**config.mk**
```make
export PLATFORM = sky130hd
export DESIGN_NAME = async_rx
export DESIGN_NICKNAME = d
export VERILOG_FILES = /design/src/rtl/async_rx_pkg.sv /design/src/rtl/async_rx_ctrl.sv /design/src/rtl/async_rx_dp.sv /design/src/rtl/async_rx.sv
export SDC_FILE = /design/constraint.sdc
export NUM_CORES = 1
export LEC_CHECK = 0
export BUFFER_PORTS_ARGS = -buffer_cell sky130_fd_sc_hd__buf_2
export CAP_MARGIN = 10
export CORE_UTILIZATION = 40
export CTS_CLUSTER_SIZE = 40
export DETAILED_ROUTE_END_ITERATION = 6
export SLEW_MARGIN = 10
export SYNTH_ARGS = -nofsm -noshare
export SYNTH_HDL_FRONTEND = slang
export SYNTH_SLANG_ARGS = --single-unit
```
**constraint.sdc**
```tcl
create_clock -name clk -period 4.5 [get_ports clk]
set_input_delay 0.225 -clock clk [delete_from_list [all_inputs] [get_ports clk]]
set_output_delay 0.225 -clock clk [all_outputs]
set_load 0.05 [all_outputs]
```
**src/rtl/async_rx_pkg.sv**
```systemverilog
package async_rx_pkg;

  typedef enum logic [2:0] {
    RX_IDLE,
    RX_START,
    RX_DATA,
    RX_PAR,
    RX_STOP
  } rxState_t;

  typedef struct packed {
    logic shiftEn;
    logic parCap;
    logic done;
  } rxStrobe_t;

  localparam logic [2:0] PAR_NONE  = 3'd0;
  localparam logic [2:0] PAR_EVEN  = 3'd1;
  localparam logic [2:0] PAR_ODD   = 3'd2;
  localparam logic [2:0] PAR_SPACE = 3'd3;
  localparam logic [2:0] PAR_MARK  = 3'd4;

  function automatic logic parityEnabled(input logic [2:0] mode);
    return (mode >= PAR_EVEN) && (mode <= PAR_MARK);
  endfunction

endpackage

```
**src/rtl/async_rx_ctrl.sv**
```systemverilog
module async_rx_ctrl
  import async_rx_pkg::*;
#(
  parameter int DATA_W     = 8,
  parameter int OVERSAMPLE = 16
) (
  input  logic       clk,
  input  logic       rstN,
  input  logic       tick,
  input  logic       lineVal,
  input  logic [2:0] parMode,
  output rxStrobe_t  strobes
);

  localparam int CNT_W = $clog2(OVERSAMPLE);
  localparam int IDX_W = $clog2(DATA_W);
  localparam logic [CNT_W-1:0] MID_CNT  = CNT_W'(OVERSAMPLE/2 - 1);
  localparam logic [CNT_W-1:0] LAST_CNT = CNT_W'(OVERSAMPLE - 1);
  localparam logic [IDX_W-1:0] LAST_IDX = IDX_W'(DATA_W - 1);

  rxState_t         stateQ;
  logic [CNT_W-1:0] cntQ;
  logic [IDX_W-1:0] bitIdxQ;
  logic             armedQ;
  logic             parOn;

  assign parOn = parityEnabled(parMode);

  always_ff @(posedge clk or negedge rstN) begin
    if (!rstN) begin
      stateQ  <= RX_IDLE;
      cntQ    <= '0;
      bitIdxQ <= '0;
      armedQ  <= 1'b0;
    end else if (tick) begin
      case (stateQ)
        RX_IDLE: begin
          if (armedQ && !lineVal) begin
            stateQ <= RX_START;
            cntQ   <= '0;
            armedQ <= 1'b0;
          end else if (lineVal) begin
            armedQ <= 1'b1;
          end
        end
        RX_START: begin
          if (cntQ == MID_CNT) begin
            cntQ <= '0;
            if (!lineVal) begin
              stateQ  <= RX_DATA;
              bitIdxQ <= '0;
            end else begin
              stateQ <= RX_IDLE;
            end
          end else begin
            cntQ <= cntQ + 1'b1;
          end
        end
        RX_DATA: begin
          if (cntQ == LAST_CNT) begin
            cntQ    <= '0;
            bitIdxQ <= bitIdxQ + 1'b1;
            if (bitIdxQ == LAST_IDX) stateQ <= parOn ? RX_PAR : RX_STOP;
          end else begin
            cntQ <= cntQ + 1'b1;
          end
        end
        RX_PAR: begin
          if (cntQ == LAST_CNT) begin
            cntQ   <= '0;
            stateQ <= RX_STOP;
          end else begin
            cntQ <= cntQ + 1'b1;
          end
        end
        RX_STOP: begin
          if (cntQ == LAST_CNT) begin
            cntQ   <= '0;
            stateQ <= RX_IDLE;
            armedQ <= 1'b0;
          end else begin
            cntQ <= cntQ + 1'b1;
          end
        end
        default: stateQ <= RX_IDLE;
      endcase
    end
  end

  always_comb begin
    strobes         = '0;
    strobes.shiftEn = tick && (stateQ == RX_DATA) && (cntQ == LAST_CNT);
    strobes.parCap  = tick && (stateQ == RX_PAR)  && (cntQ == LAST_CNT);
    strobes.done    = tick && (stateQ == RX_STOP) && (cntQ == LAST_CNT);
  end


  one_strobe_chk: assert property (@(posedge clk) disable iff (!rstN)
    $onehot0({strobes.shiftEn, strobes.parCap, strobes.done}));


  rearm_after_frame_chk: assert property (@(posedge clk) disable iff (!rstN)
    strobes.done |=> (stateQ == RX_IDLE) && !armedQ);


  false_start_chk: assert property (@(posedge clk) disable iff (!rstN)
    (stateQ == RX_START && tick && cntQ == MID_CNT && lineVal) |=> stateQ == RX_IDLE);

endmodule

```
**src/rtl/async_rx_dp.sv**
```systemverilog
module async_rx_dp
  import async_rx_pkg::*;
#(
  parameter int DATA_W      = 8,
  parameter int SYNC_STAGES = 2,
  parameter int FILT_TAPS   = 3
) (
  input  logic              clk,
  input  logic              rstN,
  input  logic              tick,
  input  logic              rxLine,
  input  logic              filterOn,
  input  logic [2:0]        parMode,
  input  logic              rdStb,
  input  logic              clrSts,
  input  rxStrobe_t         strobes,
  output logic              lineVal,
  output logic [DATA_W-1:0] rxData,
  output logic              rxReady,
  output logic              frameErr,
  output logic              parErr
);

  localparam int MAJ_MIN = FILT_TAPS/2 + 1;

  logic [SYNC_STAGES-1:0] syncQ;
  logic [FILT_TAPS-1:0]   sampQ;
  logic [DATA_W-1:0]      shiftQ;
  logic                   parBitQ;
  logic                   majVal;
  logic                   expPar;
  logic                   parBad;

  generate
    if (SYNC_STAGES > 1) begin : g_sync_chain
      always_ff @(posedge clk or negedge rstN) begin
        if (!rstN) syncQ <= '1;
        else       syncQ <= {syncQ[SYNC_STAGES-2:0], rxLine};
      end
    end else begin : g_sync_single
      always_ff @(posedge clk or negedge rstN) begin
        if (!rstN) syncQ <= '1;
        else       syncQ <= rxLine;
      end
    end
  endgenerate

  always_ff @(posedge clk or negedge rstN) begin
    if (!rstN)     sampQ <= '1;
    else if (tick) sampQ <= {sampQ[FILT_TAPS-2:0], syncQ[SYNC_STAGES-1]};
  end

  assign majVal  = ($countones(sampQ) >= MAJ_MIN);
  assign lineVal = filterOn ? majVal : sampQ[0];

  always_ff @(posedge clk or negedge rstN) begin
    if (!rstN) begin
      shiftQ  <= '0;
      parBitQ <= 1'b0;
    end else begin
      if (strobes.shiftEn) shiftQ  <= {lineVal, shiftQ[DATA_W-1:1]};
      if (strobes.parCap)  parBitQ <= lineVal;
    end
  end

  always_comb begin
    case (parMode)
      PAR_EVEN:  expPar = ^shiftQ;
      PAR_ODD:   expPar = ~^shiftQ;
      PAR_SPACE: expPar = 1'b0;
      PAR_MARK:  expPar = 1'b1;
      default:   expPar = 1'b0;
    endcase
    parBad = parityEnabled(parMode) && (parBitQ != expPar);
  end

  always_ff @(posedge clk or negedge rstN) begin
    if (!rstN) begin
      rxData   <= '0;
      rxReady  <= 1'b0;
      frameErr <= 1'b0;
      parErr   <= 1'b0;
    end else begin
      if (strobes.done) rxData <= shiftQ;
      rxReady  <= (rxReady  & ~rdStb)  | strobes.done;
      frameErr <= (frameErr & ~clrSts) | (strobes.done & ~lineVal);
      parErr   <= (parErr   & ~clrSts) | (strobes.done & parBad);
    end
  end


  ready_drop_chk: assert property (@(posedge clk) disable iff (!rstN)
    $fell(rxReady) |-> $past(rdStb));


  flag_hold_chk: assert property (@(posedge clk) disable iff (!rstN)
    ($fell(frameErr) || $fell(parErr)) |-> $past(clrSts));


  frame_with_ready_chk: assert property (@(posedge clk) disable iff (!rstN)
    $rose(frameErr) |-> rxReady);


  par_with_ready_chk: assert property (@(posedge clk) disable iff (!rstN)
    $rose(parErr) |-> rxReady);

endmodule

```
**src/rtl/async_rx.sv**
```systemverilog
module async_rx
  import async_rx_pkg::*;
#(
  parameter int DATA_W      = 8,
  parameter int OVERSAMPLE  = 16,
  parameter int SYNC_STAGES = 2,
  parameter int FILT_TAPS   = 3
) (
  input  logic              clk,
  input  logic              rstN,
  input  logic              tick16,
  input  logic              rxLine,
  input  logic              filterOn,
  input  logic [2:0]        parMode,
  input  logic              rdStb,
  input  logic              clrSts,
  output logic [DATA_W-1:0] rxData,
  output logic              rxReady,
  output logic              frameErr,
  output logic              parErr
);

  rxStrobe_t strobes;
  logic      lineVal;

  async_rx_ctrl #(
    .DATA_W     (DATA_W),
    .OVERSAMPLE (OVERSAMPLE)
  ) u_ctrl (
    .clk     (clk),
    .rstN    (rstN),
    .tick    (tick16),
    .lineVal (lineVal),
    .parMode (parMode),
    .strobes (strobes)
  );

  async_rx_dp #(
    .DATA_W      (DATA_W),
    .SYNC_STAGES (SYNC_STAGES),
    .FILT_TAPS   (FILT_TAPS)
  ) u_dp (
    .clk      (clk),
    .rstN     (rstN),
    .tick     (tick16),
    .rxLine   (rxLine),
    .filterOn (filterOn),
    .parMode  (parMode),
    .rdStb    (rdStb),
    .clrSts   (clrSts),
    .strobes  (strobes),
    .lineVal  (lineVal),
    .rxData   (rxData),
    .rxReady  (rxReady),
    .frameErr (frameErr),
    .parErr   (parErr)
  );

endmodule

```
==> results of run 1 <==
## synth_stat cells, types with 2 or more instances
cell type   n
a21o_1      2
a21oi_1     7
a32o_1      2
buf_2       5
dfrtp_1    31
dfstp_2     5
ha_1        4
inv_1       4
mux2_2     20
mux2i_1     2
nand2_1    10
nand2b_1    2
nand3_1     6
nor2_1     12
nor2_2      2
nor2b_1     3
nor3_1      3
nor3b_1     2
o21ai_0     8
o22ai_1     2
o31ai_1     2
xnor2_1     8
## flip-flops by register name, indices dropped and copies added, names as in the netlist
| signal | flops |
|---|---|
| u_ctrl.stateQ | 3 |
| u_dp.rxData | 8 |
| u_dp.frameErr | 1 |
| u_dp.sampQ | 3 |
| u_ctrl.cntQ | 4 |
| u_ctrl.bitIdxQ | 3 |
| u_dp.parBitQ | 1 |
| u_dp.shiftQ | 8 |
| u_dp.rxReady | 1 |
| u_ctrl.armedQ | 1 |
| u_dp.parErr | 1 |
| u_dp.syncQ | 2 |
## metal layers
layer	part of all wire [%]	vias up	track usage (%)	wire length (um)
met4	1.4	0	7.813	43
li1	-	601	-	-
met2	49	16	26.35	1514
met3	3.2	5	4.667	101
met5	0	-	0	0
met1	47	581	19.70	1458
## worst paths after layout
kind                       depth (start not counted)           from  slack [ns]               end
min in group clk                                   1         rxLine        0.03     u_dp.syncQ[0]
min                                                1           rstN        0.02    u_ctrl.cntQ[2]
min reg2reg                                        0  u_dp.syncQ[0]        0.36     u_dp.syncQ[1]
max reg2reg                                        7  u_dp.sampQ[0]        2.38    u_ctrl.cntQ[3]
max                                                7  u_dp.sampQ[0]        2.38    u_ctrl.cntQ[3]
max in group asynchronous                          1           rstN        3.99  u_ctrl.stateQ[2]
## power groups by stage
stage          clock network, mW  registers, mW  logic, mW
2_1_floorplan                  0          0.380      0.184
3_3_place_gp                   0          0.414      0.186
3_5_place_dp                   0          0.415      0.190
4_1_cts                    0.250          0.409      0.192
5_1_grt                    0.262          0.417      0.226
6_report                   0.239          0.410      0.190
## worst reg2reg max path: cells and delay by family (launching register included)
kind            cells  cell delay, ns
compound gates      4            0.75
fa+ha+maj           1            0.23
flops               1            0.56
simple gates        2            0.50
## final cells by class
type,instances,area (um2)
clock buffers,6,82.58
fillers,383,2102
clock inverters,2,15.01
inverters,4,15.01
repair buffers,20,100.1
well taps,50,62.56
flip-flops and latches,36,907.1
multi-input cells,111,802.0
## kinds of logic after synthesis
| group | Yosys count | share of synthesized area (%) |
|---|---|---|
| xor+xnor | 8 | 4.006 |
| fa+ha+maj | 4 | 2.861 |
| compound gates | 30 | 11.59 |
| flops | 36 | 51.86 |
| mux | 22 | 14.02 |
| buf+inv | 9 | 2.289 |
| simple gates | 47 | 13.38 |
==> run metrics, run 1 <==
post-layout util=between 40 and 50%; # Post-CTS Setup Buffers=0; pin count of the biggest net entering global routing=37; leakage=between 0.9 and 1 nW; net count after synthesis=170; Layout area overhead=13.45%; Die Area=between 4000 and 5000 um2; drt pass-1 iters=4; DRC viols=0; cts hold-fix bufs=0; fin nets=around 190; 1st-iter DRT viols=between 60 and 70; clk_lat worst skew=0.29 ns; RSZ-0062 raised after global routing=false; commonest cells after routing, fill and taps aside=dfrtp_1, mux2_2, buf_2, nor2_1, nand2_1; initial antenna violation count=0; Slew Limit Fails=0; Startpoint Class=register; vias in the first global route=around 1,200; Finished Cell Area=around 2000 um2; combinational fraction of design power=between 20% and 30%; Post-Syn Area=1749 um2; switching pwr=0.2741 mW; Crit path required time=about 4.7 ns; CP Buf/Inv Count=0; PnR worst setup slack=roughly 2.4 ns; endpoint type of the worst setup path=register; num rows=23; gr usage total=16.25%; Crit path arrival time=between 2 and 2.5 ns; clk buf depth=2; Slew Limit Headroom=roughly 48%; Cell Int Power=0.5646 mW; clk sinks=36; # IOs=21; Non-Filler Instances=about 230; Worst path top cell family by delay=compound AO/OA/AOI/OAI gates; CP dominant cell by count=a21oi_1; Gates resized, CTS repair=0; first-pass GRT wire length=between 5000 and 6000 um; Final Total Pwr=around 0.84 mW; max-cap check violation count=0; measured slew at the worst slew-check pin=0.7829 ns; detailed-route via count=between 1,000 and 1,500; DP Worst Slack=approximately 2.4 ns; Most used DFF post-synth=dfrtp_1; port bufs=20; Clk pwr share=approximately 28%; ANT cells=0; Worst-path clk slew=roughly 0.070 ns; slowest stage delay, CP=0.56 ns; cell taking the most area after synthesis=dfrtp_1; fin crit period=approximately 2.1 ns; Flop pwr share=between 40 and 50%; final hold violations=0; Synth warnings=0; fin crit share=47.17%; Synth area leaders=dfrtp_1, mux2_2, dfstp_2, xnor2_1, ha_1; total CTS buffers=5; Hold Path Class=in2async; layout cells sized above 1=roughly a third; gr ovfl total=0; Final ANT Viol Nets=0; CORE AREA=slightly above 4000 um2; Placed Area=~1900 um2; asr flop ratio synth=100.0%; DP HPWL=approximately 2200 um; Worst path slowest cell=dfstp_2; sw frac=between 30% and 40%; Initial Util=between 40 and 50%; Crit Path Class=reg2reg; Syn Inst Count=about 160; Setup TNS=0 ns; Distinct cells, synth=36; total wire length=about 3100 um; Vias per Instance=5.253; #FFs+latches synth=36; worst vdd ir=approximately 220 uV; sequential fraction of the synthesis area=between 50% and 60%; root buffer cell=clkbuf_8; Post-synth EDFFs=0; Die W=slightly below 70 um; Fmax=approximately 0.47 GHz; commonest non-fill, non-tap cell in the layout=dfrtp_1; CTS tree=built; Die H=just under 70 um; H-tree Lvls=2; worst hold slack=around 0.018 ns; CP cell instances=ha_1 -> a21oi_1 -> a21oi_1 -> nor2_2 -> o211ai_1 -> or2_1 -> o31ai_1; status=complete, no violations; Pwr per Cell Area=approximately 420 nW/um2; Synth top area share=between 40 and 50%; Critical Path Fanout Max=7; DR WL/cell=13.62 um; RePlAce Congestion=about 0.79; Cells after DPL=221; Final Skew=0.004738 ns; Mean Syn Cell Area=11.21 um2; setup violators final=0
No activity file was read; power rests on OpenSTA's default activity.
==> inputs of run 2 (changes only) <==
Clock period 4.5 ns to 1.7 ns, I/O delays scaled along.
==> run metrics, run 2 (same netlist as run 1, synthesis figures left out) <==
Die Area=4642 um2; RSZ-0062 raised after global routing=true; DP Worst Slack=-0.1085 ns; Crit path arrival time=about 2.0 ns; Setup TNS=-0.2518 ns; max-cap check violation count=0; vias in the first global route=~1,300; layout cells sized above 1=between 40% and 50%; DRC viols=0; clk_lat worst skew=about 0.28 ns; Final Skew=0.007238 ns; Pwr per Cell Area=between 1000 and 1500 nW/um2; fin crit period=1.794 ns; Fmax=0.5574 GHz; Slew Limit Headroom=between 40 and 50%; num rows=23; Critical Path Fanout Max=3; Worst-path clk slew=about 0.070 ns; flip-flop and latch area=about 910 um2; commonest cells after routing, fill and taps aside=dfrtp_1, mux2_2, buf_2, buf_4, nor2_1; drt pass-1 iters=4; fin nets=between 200 and 250; Vias per Instance=slightly above 5; Final ANT Viol Nets=0; Crit path required time=about 1.9 ns; H-tree Lvls=2; Final Total Pwr=between 2 and 3 mW; status=finished with violations; endpoint type of the worst setup path=register; Die W=~70 um; port bufs=20; DP HPWL=approximately 2400 um; Slew Limit Fails=0; met2 Usage GRT=between 30% and 40%; commonest non-fill, non-tap cell in the layout=dfrtp_1; gr usage total=roughly 17%; largest registers=u_dp.rxData x8, u_dp.shiftQ x8, u_ctrl.cntQ x4; multi-input logic area=around 920 um2; Layout area overhead=32.83%; # IOs=21; detailed-route via count=1,294; Initial Util=42.80%; total wire length=around 3500 um; Die H=about 70 um; initial antenna violation count=0; gr ovfl total=0; Startpoint Class=register; first-pass GRT wire length=~5800 um; fin crit share=105.5%; DR WL/cell=approximately 14 um; clk buf depth=2; Placed Area=roughly 2000 um2; root buffer cell=clkbuf_8; most crowded layer after global routing=met2; Crit Path Class=reg2reg; 1st-iter DRT viols=64; ANT cells=0; PnR worst setup slack=-0.09389 ns; final hold violations=0; met3 GRT Util=under 10%; worst vdd ir=roughly 680 uV; post-layout util=56.86%; pin count of the biggest net entering global routing=37; measured slew at the worst slew-check pin=around 0.81 ns; total CTS buffers=5; CORE AREA=about 4100 um2; Hold Path Class=in2reg; failing checks=negative setup slack; setup violators final=6; clk sinks=36; Fillers=around 380; leakage=approximately 1.1 nW; Finished Cell Area=2323 um2; CTS tree=built; global routing usage on met1=between 10% and 20%; RePlAce Congestion=0.7484
[run 2: where the power goes]
part	internal, mW	total [mW]	switching, mW
Combinational	0.480	0.939	0.460
Clock	0.329	0.607	0.278
Sequential	0.952	1.07	0.119
Total	1.76	2.62	0.856
[run 2: worst paths after layout]
kind / startpoint / endpoint / slack (ns) / depth (start not counted)
worst min register to register: u_dp.syncQ[0] / u_dp.syncQ[1] / 0.36 / 0
max in group asynchronous: rstN / u_ctrl.stateQ[1] / 0.71 / 2
min in group asynchronous: rstN / u_ctrl.cntQ[0] / 0.43 / 2
worst max register to register: u_dp.sampQ[1] / u_ctrl.cntQ[3] / -0.09 / 7
worst max-delay path: u_dp.sampQ[1] / u_ctrl.cntQ[3] / -0.09 / 7
worst min-delay path: tick16 / u_ctrl.cntQ[2] / 0.24 / 3
[run 2: area by class of cell]
class                   count  share of cell area, %
repair buffers             46                  13.84
multi-input cells         111                  39.58
clock buffers               7                  3.716
well taps                  50                  2.693
inverters                   4                 0.6462
clock inverters             1                 0.3231
flip-flops and latches     36                  39.20
[run 2: per-stage QoR]
step / cells / hold slack, ns
after floorplan: 156 / -0.2106
after global placement: 237 / 0.1899
after detailed placement: 237 / 0.1958
after CTS: 251 / 0.2009
after global routing: 255 / 0.2522
final: 255 / 0.2391
[run 2: layer usage]
| layer | part of all wire (%) | routed length [um] | vias up |
|---|---|---|---|
| met4 | 0.23 | 8 | 0 |
| met3 | 2.6 | 89 | 2 |
| met2 | 53 | 1837 | 14 |
| li1 | - | - | 654 |
| met1 | 44 | 1518 | 624 |
| met5 | 0 | 0 | - |
[run 2: critical path, cell delays in order (launching register included)]
cell      delay (ns)
dfstp_2         0.56
ha_4            0.21
a21oi_4         0.14
a21oi_4         0.08
nor2_2          0.12
o211ai_1        0.13
or2_1           0.28
o31ai_1         0.19
[run 2: timing repair]
item	4_1_cts	5_1_grt
hold buffers	4	0
setup endpoints to repair	13	20
buffers inserted	2	4
pin swaps	1	7
gates resized for setup	7	19
endpoints found under the hold margin	34	0
==> inputs of run 3 (changes only) <==
Clock period 1.7 ns to 2 ns, I/O delays scaled along.
==> run metrics, run 3 (same netlist as run 1, synthesis figures left out) <==
endpoint type of the worst setup path=register; Slew Limit Fails=0; # IOs=21; initial antenna violation count=0; Critical Path Fanout Max=5; Fmax=approximately 0.53 GHz; DR WL/cell=roughly 14 um; CP dominant cell by count=a21oi_1; measured slew at the worst slew-check pin=0.7833 ns; Final Skew=about 0.0084 ns; CP cell instances=ha_1 -> a21oi_1 -> a21oi_1 -> nor2_2 -> o211ai_1 -> or2_1 -> o31ai_2; Initial Util=42.80%; clk sinks=36; Vias per Instance=approximately 5.3; worst vdd ir=392.4 uV; Worst-path clk slew=0.07 ns; total CTS buffers=5; Layout area overhead=17.45%; num rows=23; total wire length=about 3400 um; first-pass GRT wire length=between 5000 and 6000 um; H-tree Lvls=2; clk buf depth=2; slowest stage delay, CP=0.56 ns; final hold violations=0; Pwr per Cell Area=between 900 and 1000 nW/um2; commonest non-fill, non-tap cell in the layout=dfrtp_1; gr usage total=between 15 and 20%; vias in the first global route=about 1,200; fin crit period=roughly 1.9 ns; Hold Path Class=in2reg; Die Area=between 4000 and 5000 um2; CORE AREA=about 4100 um2; leakage=0.9925 nW; Setup TNS=0 ns; RePlAce Congestion=0.7922; drt pass-1 iters=4; max-cap check violation count=0; gr ovfl total=0; pin count of the biggest net entering global routing=37; ANT cells=0; root buffer cell=clkbuf_8; fin nets=around 200; 1st-iter DRT viols=63; Slew Limit Headroom=47.78%; detailed-route via count=between 1,000 and 1,500; Final Total Pwr=1.967 mW; clk_lat worst skew=around 0.30 ns; layout cells sized above 1=between 30% and 40%; largest registers=u_dp.rxData x8, u_dp.shiftQ x8, u_ctrl.cntQ x4; Crit path required time=2.20 ns; fin crit share=roughly 95%; CTS tree=built; Fillers=approximately 380; DP HPWL=roughly 2300 um; status=complete, no violations; port bufs=20; RSZ-0062 raised after global routing=true; post-layout util=slightly above 50%; setup violators final=0; Die H=approximately 68 um; Crit path arrival time=about 2.1 ns; Startpoint Class=register; Crit Path Class=reg2reg; Die W=about 70 um; DRC viols=0; Final ANT Viol Nets=0; commonest cells after routing, fill and taps aside=dfrtp_1, mux2_2, buf_2, nor2_1, nand2_1; Worst path slowest cell=dfstp_2
[run 3: cell count changes in the layout (fill, tap and decap cells not counted), moves of 2 or more]
cell,delta
o21ai_2,-2
xnor2_1,+2
ha_1,+2
a21oi_4,-2
nor3_2,-2
a21oi_1,+3
dfrtp_2,-2
nor3_1,+2
nand2_4,-2
dfrtp_1,+2
buf_4,-16
o21ai_0,+2
xnor2_2,-2
nand2_1,+2
[run 3: repair_timing]
action,in CTS,in global routing
hold buffers,3,0
gates resized for setup,0,4
hold endpoints to repair,33,0
buffers inserted,0,1
setup endpoints to repair,0,12
[run 3: area by class of cell]
| type | count | area, um2 | share of cell area [%] |
|---|---|---|---|
| well taps | 50 | 62.56 | 3.045 |
| repair buffers | 27 | 160.2 | 7.795 |
| clock inverters | 1 | 7.507 | 0.3654 |
| multi-input cells | 111 | 814.5 | 39.65 |
| flip-flops and latches | 36 | 908.4 | 44.21 |
| inverters | 4 | 15.01 | 0.7308 |
| clock buffers | 7 | 86.33 | 4.202 |
[run 3: stage by stage]
stage	instances	setup WS [ns]	cell area [um2]	hold slack, ns
floorplan	156	0.1057	1749	-0.1956
global placement	224	0.1754	1909	0.2052
detailed placement	224	0.1131	1909	0.2126
CTS	235	0.06252	2033	0.02470
global route	236	-0.04025	2054	0.02652
finish	236	0.1078	2054	0.03789
[run 3: report_power, final]
group / internal, mW / total (mW) / switching, mW
logic: 0.231 / 0.510 / 0.279
clock network: 0.280 / 0.544 / 0.264
registers: 0.804 / 0.913 / 0.109
total: 1.32 / 1.97 / 0.652
[run 3: path summary, 6_finish.rpt]
kind	startpoint	cells past startpoint	to	slack [ns]
worst max-delay path	u_dp.sampQ[0]	7	u_ctrl.cntQ[3]	0.11
worst max register to register	u_dp.sampQ[0]	7	u_ctrl.cntQ[3]	0.11
max in group asynchronous	rstN	2	u_ctrl.stateQ[2]	1.05
worst min-delay path	clrSts	2	u_dp.frameErr	0.04
min in group asynchronous	rstN	2	u_ctrl.cntQ[1]	0.41
worst min register to register	u_dp.syncQ[0]	0	u_dp.syncQ[1]	0.36
[run 3: metal layers]
| layer | wire (um) | global-route usage [%] | vias up | share of wire [%] |
|---|---|---|---|---|
| li1 | - | - | 613 | - |
| met1 | 1495 | 19.40 | 623 | 44 |
| met2 | 1736 | 29.04 | 16 | 51 |
| met3 | 104 | 4.500 | 8 | 3.0 |
| met4 | 84 | 10.16 | 0 | 2.5 |
| met5 | 0 | 0 | - | 0 |
[run 3: critical path: cells and delay by family (launching register included)]
kind	cells	cell delay (ns)
compound gates	4	0.59
fa+ha+maj	1	0.23
simple gates	2	0.42
flops	1	0.56
